**config.mk**
```make
export PLATFORM = sky130hd
export DESIGN_NAME = isect_finder
export DESIGN_NICKNAME = d
export VERILOG_FILES = /design/src/rtl/isect_pkg.sv /design/src/rtl/isect_ctrl.sv /design/src/rtl/isect_datapath.sv /design/src/rtl/isect_finder.sv
export SDC_FILE = /design/constraint.sdc
export NUM_CORES = 1
export LEC_CHECK = 0
export BUFFER_PORTS_ARGS = -buffer_cell sky130_fd_sc_hd__clkbuf_2
export CAP_MARGIN = 10
export CORE_MARGIN = 5
export CORE_UTILIZATION = 50
export CTS_CLUSTER_SIZE = 40
export DETAILED_ROUTE_END_ITERATION = 8
export PLACE_DENSITY = 0.66
export SLEW_MARGIN = 20
export SYNTH_ARGS = -nofsm -noshare
export SYNTH_HDL_FRONTEND = slang
export SYNTH_SLANG_ARGS = --single-unit
```
**constraint.sdc**
```tcl
create_clock -name clk -period 6.8 [get_ports clk]
set_input_delay 0.34 -clock clk [delete_from_list [all_inputs] [get_ports clk]]
set_output_delay 0.34 -clock clk [all_outputs]
set_load 0.01 [all_outputs]
```
**src/rtl/isect_pkg.sv**
```systemverilog
package isect_pkg;
  typedef struct packed {
    logic clear;   // wipe stored list and result
    logic storeA;  // shift current byte into list A
    logic cmpB;    // compare current byte against list A
    logic last;    // current byte is the final list B entry
  } isectCtl_t;
endpackage

```
**src/rtl/isect_ctrl.sv**
```systemverilog
module isect_ctrl
  import isect_pkg::*;
#(
  parameter int LEN_A = 20,
  parameter int LEN_B = 30
) (
  input  logic      clk,
  input  logic      rstN,
  input  logic      start,
  input  logic      inValid,
  output isectCtl_t ctl,
  output logic      done
);
  localparam int TOTAL = LEN_A + LEN_B;
  localparam int CNT_W = $clog2(TOTAL + 1);

  logic [CNT_W-1:0] byteCnt;
  logic inA;
  logic inB;

  always_comb begin
    inA        = byteCnt < CNT_W'(LEN_A);
    inB        = !inA && (byteCnt < CNT_W'(TOTAL));
    ctl.clear  = start;
    ctl.storeA = !start && inValid && inA;
    ctl.cmpB   = !start && inValid && inB;
    ctl.last   = ctl.cmpB && (byteCnt == CNT_W'(TOTAL - 1));
  end

  always_ff @(posedge clk) begin
    if (!rstN) begin
      byteCnt <= '0;
      done    <= 1'b0;
    end else begin
      done <= ctl.last;
      if (start)                        byteCnt <= '0;
      else if (ctl.storeA || ctl.cmpB)  byteCnt <= byteCnt + 1'b1;
    end
  end
endmodule

```
**src/rtl/isect_datapath.sv**
```systemverilog
module isect_datapath
  import isect_pkg::*;
#(
  parameter int DATA_W = 8,
  parameter int LEN_A  = 20
) (
  input  logic              clk,
  input  logic              rstN,
  input  isectCtl_t         ctl,
  input  logic [DATA_W-1:0] inData,
  output logic [DATA_W-1:0] result,
  output logic              found,
  output logic              error
);
  logic [DATA_W-1:0] listA [LEN_A];
  logic [LEN_A-1:0]  hitVec;
  logic              anyHit;

  for (genvar i = 0; i < LEN_A; i++) begin : gSlot
    logic [DATA_W-1:0] nextVal;
    if (i == 0) begin : gHead
      assign nextVal = inData;
    end else begin : gBody
      assign nextVal = listA[i-1];
    end

    always_ff @(posedge clk) begin
      if (!rstN || ctl.clear) listA[i] <= '0;
      else if (ctl.storeA)    listA[i] <= nextVal;
    end

    assign hitVec[i] = (listA[i] == inData);
  end

  assign anyHit = ctl.cmpB && (|hitVec);

  always_ff @(posedge clk) begin
    if (!rstN || ctl.clear) begin
      result <= '0;
      found  <= 1'b0;
      error  <= 1'b0;
    end else if (anyHit) begin
      if (!found) begin
        result <= inData;
        found  <= 1'b1;
      end else begin
        error  <= 1'b1;
      end
    end
  end
endmodule

```
**src/rtl/isect_finder.sv**
```systemverilog
module isect_finder
  import isect_pkg::*;
#(
  parameter int DATA_W = 8,
  parameter int LEN_A  = 20,
  parameter int LEN_B  = 30
) (
  input  logic              clk,
  input  logic              rstN,
  input  logic              start,
  input  logic              inValid,
  input  logic [DATA_W-1:0] inData,
  output logic [DATA_W-1:0] result,
  output logic              found,
  output logic              done,
  output logic              error
);
  isectCtl_t ctl;

  isect_ctrl #(.LEN_A(LEN_A), .LEN_B(LEN_B)) uCtrl (
    .clk(clk), .rstN(rstN), .start(start), .inValid(inValid),
    .ctl(ctl), .done(done)
  );

  isect_datapath #(.DATA_W(DATA_W), .LEN_A(LEN_A)) uData (
    .clk(clk), .rstN(rstN), .ctl(ctl), .inData(inData),
    .result(result), .found(found), .error(error)
  );
endmodule

```
=== Yosys cells after proc, flatten, opt, wreduce, memory -nomap -nowiden ===
Memory sizes are Yosys's and may differ from the RTL's.
Index checks and enable logic that the tools add are counted.

* Bits of input ports: 12
* Logic and storage cells: 92
* Memories kept: 1
* RAM bits: 160
* Output and inout bits: 11
* Bits in registers: 17

{| class="wikitable"
|+ Memory list
! memory !! words !! width !! rd ports !! clocked after memory_dff !! wr ports !! RTL line !! source
|-
| uData.listA || 20 || 8 || 20 || 0 || 20 || isect_datapath.sv:15 || <nowiki>logic [DATA_W-1:0] listA [LEN_A];</nowiki>
|}

* Equal/unequal tests: 21
* Muxes and demuxes: 25
* Bitwise gates (word level): 22
* Magnitude comparators: 2
* Reductions and logical operators: 15
* $add $sub $neg: 1

{| class="wikitable"
|+ Operators by type and width
! kind !! count
|-
| == test 8 bit || 20
|-
| 2-to-1 mux 8 bit || 20
|-
| bitwise OR 1 bit || 20
|-
| OR reduction 20 bit || 1
|-
| adder 6 x 1 -> 6 bit, second input constant || 1
|-
| == test 6 bit, second input constant || 1
|-
| logical AND 1 bit || 6
|-
| less-than comparator 6 x 5 -> 1 bit, second input constant || 1
|-
| less-than comparator 6 bit, second input constant || 1
|-
| 2-to-1 mux 1 bit || 5
|-
| AND reduction 2 bit || 2
|-
| zero test 1 bit || 3
|-
| logical OR 1 bit || 2
|-
| NOT 1 bit || 2
|-
| OR reduction 2 bit || 1
|}

=== Depth between registers and ports, before layout ===
* Depth in word-level cells: 7
* Mapped depth: 10
* Depth with buffers taken out: 7

=== Hierarchy ===
From an unflattened synthesis, not the netlist that was laid out.

* Cell total of the unflattened synthesis: 693
* Area total of the unflattened synthesis: 8862.2 um^2

{| class="wikitable"
|+ Modules (own cells, without submodules)
! module !! instances !! area an instance (um^2) !! cells an instance
|-
| isect_datapath || 1 || 8450.6 || 647
|-
| isect_ctrl || 1 || 411.6 || 46
|}

=== Worst setup path after synthesis ===
No wires, ideal clock.

* Kind: flip-flop to flip-flop
* From: reg uCtrl.byteCnt[2]
* To: mem uData.listA[0][0] (enable)
* Arrival: 4.307 ns
* Setup slack: 1.967 ns
* Setup time: 0.527 ns
* Stages on the path, launching flop included: 5
* Clock period less this slack: 4.833 ns
* Path buffers: 0
* Cells stage by stage: dfxtp_1 > or2_2 > a21oi_1 > nand2_1 > nand2_1

{| class="wikitable"
|+ RTL lines
! element !! RTL line !! source
|-
| start, declared || isect_ctrl.sv:17 || <nowiki>logic [CNT_W-1:0] byteCnt;</nowiki>
|-
| start signal, assigned || isect_ctrl.sv:37 || <nowiki>else if (ctl.storeA || ctl.cmpB) byteCnt <= byteCnt + 1'b1;</nowiki>
|-
| end, declared || isect_datapath.sv:15 ||
|}

==> flow_summary.yaml <==
logic_synthesis:
  synth_fp_nets: 681
  synth_cell_types: 35
  synth.area.top_cells: "edfxtp_1, and2_1, xnor2_1"
  synth_top_area_cell: "edfxtp_1"
  avgSynthCellArea_um2: 13.1
  synth_seq_area_share: 0.590
  synth.most_common_cell: "and2_1"
  syn_inst: 667
  yosys-top-cells-count: "and2_1, edfxtp_1, xnor2_1"
  ys_warn_count: 0
  async_flop_share: 0
  synth_ff_type: "edfxtp_1"
  synth_top_area_share: 0.551
  ys_ff_latch: 177
  netlist_area_um2: 8710
  synth_edf_count: 160
place:
  post-dp-hpwl_um: 9780
  port_buffers: 22
  gp_congestion: 0.777
  dp_cells: 870
route:
  dr.pass1.iters: 4
  route.detailed.drc: 0
  drt_wl_total_um: 15900
  wl_per_cell_um: 17.7
  antenna_left: 0
  drt_iter0_drc: 324
  vias: 4706
  via_per_inst: 5.22
grt:
  grt_first_pass_wirelength_um: 25500
  gr-usage-met2: 0.279
  grt_usage: 0.163
  antenna_found_initial: 0
  grt_overflow: 0
  grt_max_degree: 94
  grt_pass1_vias: 4849
  busiest_layer: "met2"
  grt_use_met3: 0.0427
  use_met1: 0.207
final_layout:
  diodes: 0
  finalNonFillerCells: 902
  drive_gt1_frac: 0.0857
  syn_to_final_growth_pct: 6.30
  nNetsFinal: 678
sta:
  finalCritPeriodShare: 0.437
  relSlewSlack: 0.416
  rsz0062_at_grt: "false"
  fin_crit_ns: 2.97
  setup_viol: 0
  hold_viol: 0
  skew_ns: 0.0129
  report.final.slew_viol_count: 0
  worst_pin_slew_ns: 0.877
  setup_tns_ns: 0
  fmax_ghz: 0.337
worst_setup_path:
  end_kind: "register"
  cp_slowest_cell: "buf_4"
  required_ns: 6.84
  cp.arrival_ns: 3.01
  path_class: "reg2reg"
  start_kind: "register"
  max_stage_delay_ns: 0.81
  cp_cell_sequence: "or2_2 > a21oi_1 > nand2_1 > nand2_4 > buf_6 > buf_4"
  cp_max_fo: 93
clocking:
  h-tree-depth: 4
  cts_buffers: 17
  post_cts_buffers: 0
  clk-insertion-delay-late_ns: 0.42
  postCtsHoldBufs: 0
  cts_tree: "yes"
  path_clk_slew_ns: 0.06
  clockBufferDepth: 2
  cts-root-buf: "clkbuf_16"
  cts.sinks: 177
  ctsResizeCount: 0
outcome:
  outcome: "finished clean"
floorplan:
  core.rowCount: 48
  dieWidth_um: 142
  die_area_um2: 20200
  start_util: 0.507
  dieHeight_um: 142
  core-area_um2: 17200
  pin_count: 23
power:
  power_switching_mw: 0.528
  power.share.combinational: 0.073
  leakagePower_nw: 3.41
  p_seq_frac: 0.546
  ir_drop_v: 0.000167
  power_density_nw_per_um2: 252
  p_sw_frac: 0.226
  p_int_mw: 1.81
  p_clk_frac: 0.380
flow_run:
  cap_violations: 0
hold_path:
  hp-class: "in2reg"
[cell families (layout without fill, tap and decap cells)]
logic type / count (synthesis) / after routing / synth area share
xor gates and xnor gates: 164 / 164 / 0.165
adders and majority gates: 2 / 2 / 0.00287
buffers and inverters: 49 / 59 / 0.0482
DFF: 177 / 177 / 0.590
and+or+nand+nor: 254 / 254 / 0.170
muxes: 8 / 8 / 0.00919
AOI/OAI and AO/OA: 13 / 13 / 0.0141
[worst max-delay path: cells and delay by family, from the launching register on]
family / cells / cell delay (ns)
simple gates: 3 / 0.52
buf+inv: 2 / 1.43
flops: 1 / 0.33
compound gates: 1 / 0.24
[power by group through the flow]
stage / combinational (mW) / clock [mW] / sequential, mW
finish: 0.171 / 0.889 / 1.28
global route: 0.188 / 0.957 / 1.28
CTS: 0.174 / 0.911 / 1.28
detailed placement: 0.173 / 0 / 1.30
global placement: 0.171 / 0 / 1.30
floorplan: 0.154 / 0 / 1.29
[registers in the layout (all words and copies together), names as in the netlist]
name           count
uCtrl.done         1
uData.result       8
uData.error        1
uData.found        1
uData.listA      160
uCtrl.byteCnt      6
[layout make-up]
cell class | count | area [um2]
multi-input combinational | 441 | 3160
tap | 225 | 282
timing repair buffer | 25 | 136
fill | 1483 | 7910
clock buffer | 19 | 433
clock inverter | 13 | 96.3
inverter | 2 | 7.51
sequential | 177 | 5140
[worst paths after layout]
path	start	end	slack (ns)	cells past startpoint
worst min-delay path	rstN	uCtrl.done	0.22	3
worst max register to register	uCtrl.byteCnt[2]	uData.listA[2][6]	3.83	6
worst max-delay path	uCtrl.byteCnt[2]	uData.listA[2][6]	3.83	6
worst min register to register	uData.result[5]	uData.result[5]	0.46	2
[cells in the final DEF, fill, tap and decap left out, types with 2 or more instances in the layout]
master      count
a2111oi_2       4
a21oi_1         2
and2_1        161
buf_4           2
clkbuf_1        2
clkbuf_16      17
clkbuf_2       22
clkinv_1        5
clkinv_2        3
clkinv_4        2
clkinvlp_4      2
dfxtp_1        17
edfxtp_1      160
ha_1            2
inv_1           2
mux2i_1         8
nand2_1        23
nand4_1        28
nor2_1         18
nor4_1         14
xnor2_1       106
xor2_1         58
[per-layer routing]
metal	up-vias	wire, um
li1	2259	-
met5	-	0
met2	68	8370
met1	2373	6990
met4	0	86
met3	6	475
[metrics by stage]
step | utilization | hold slack (ns) | setup slack, ns | instance area [um2] | total power [mW]
after floorplan | - | 0.452 | 1.97 | 8710 | 1.45
after global placement | 0.508 | 0.446 | 3.57 | 8730 | 1.47
after detailed placement | 0.508 | 0.460 | 3.53 | 8730 | 1.47
after CTS | 0.539 | 0.197 | 3.52 | 9260 | 2.36
after global routing | 0.539 | 0.222 | 3.62 | 9260 | 2.43
final | 0.539 | 0.220 | 3.83 | 9260 | 2.34
Power figures use the tool's default switching activity.
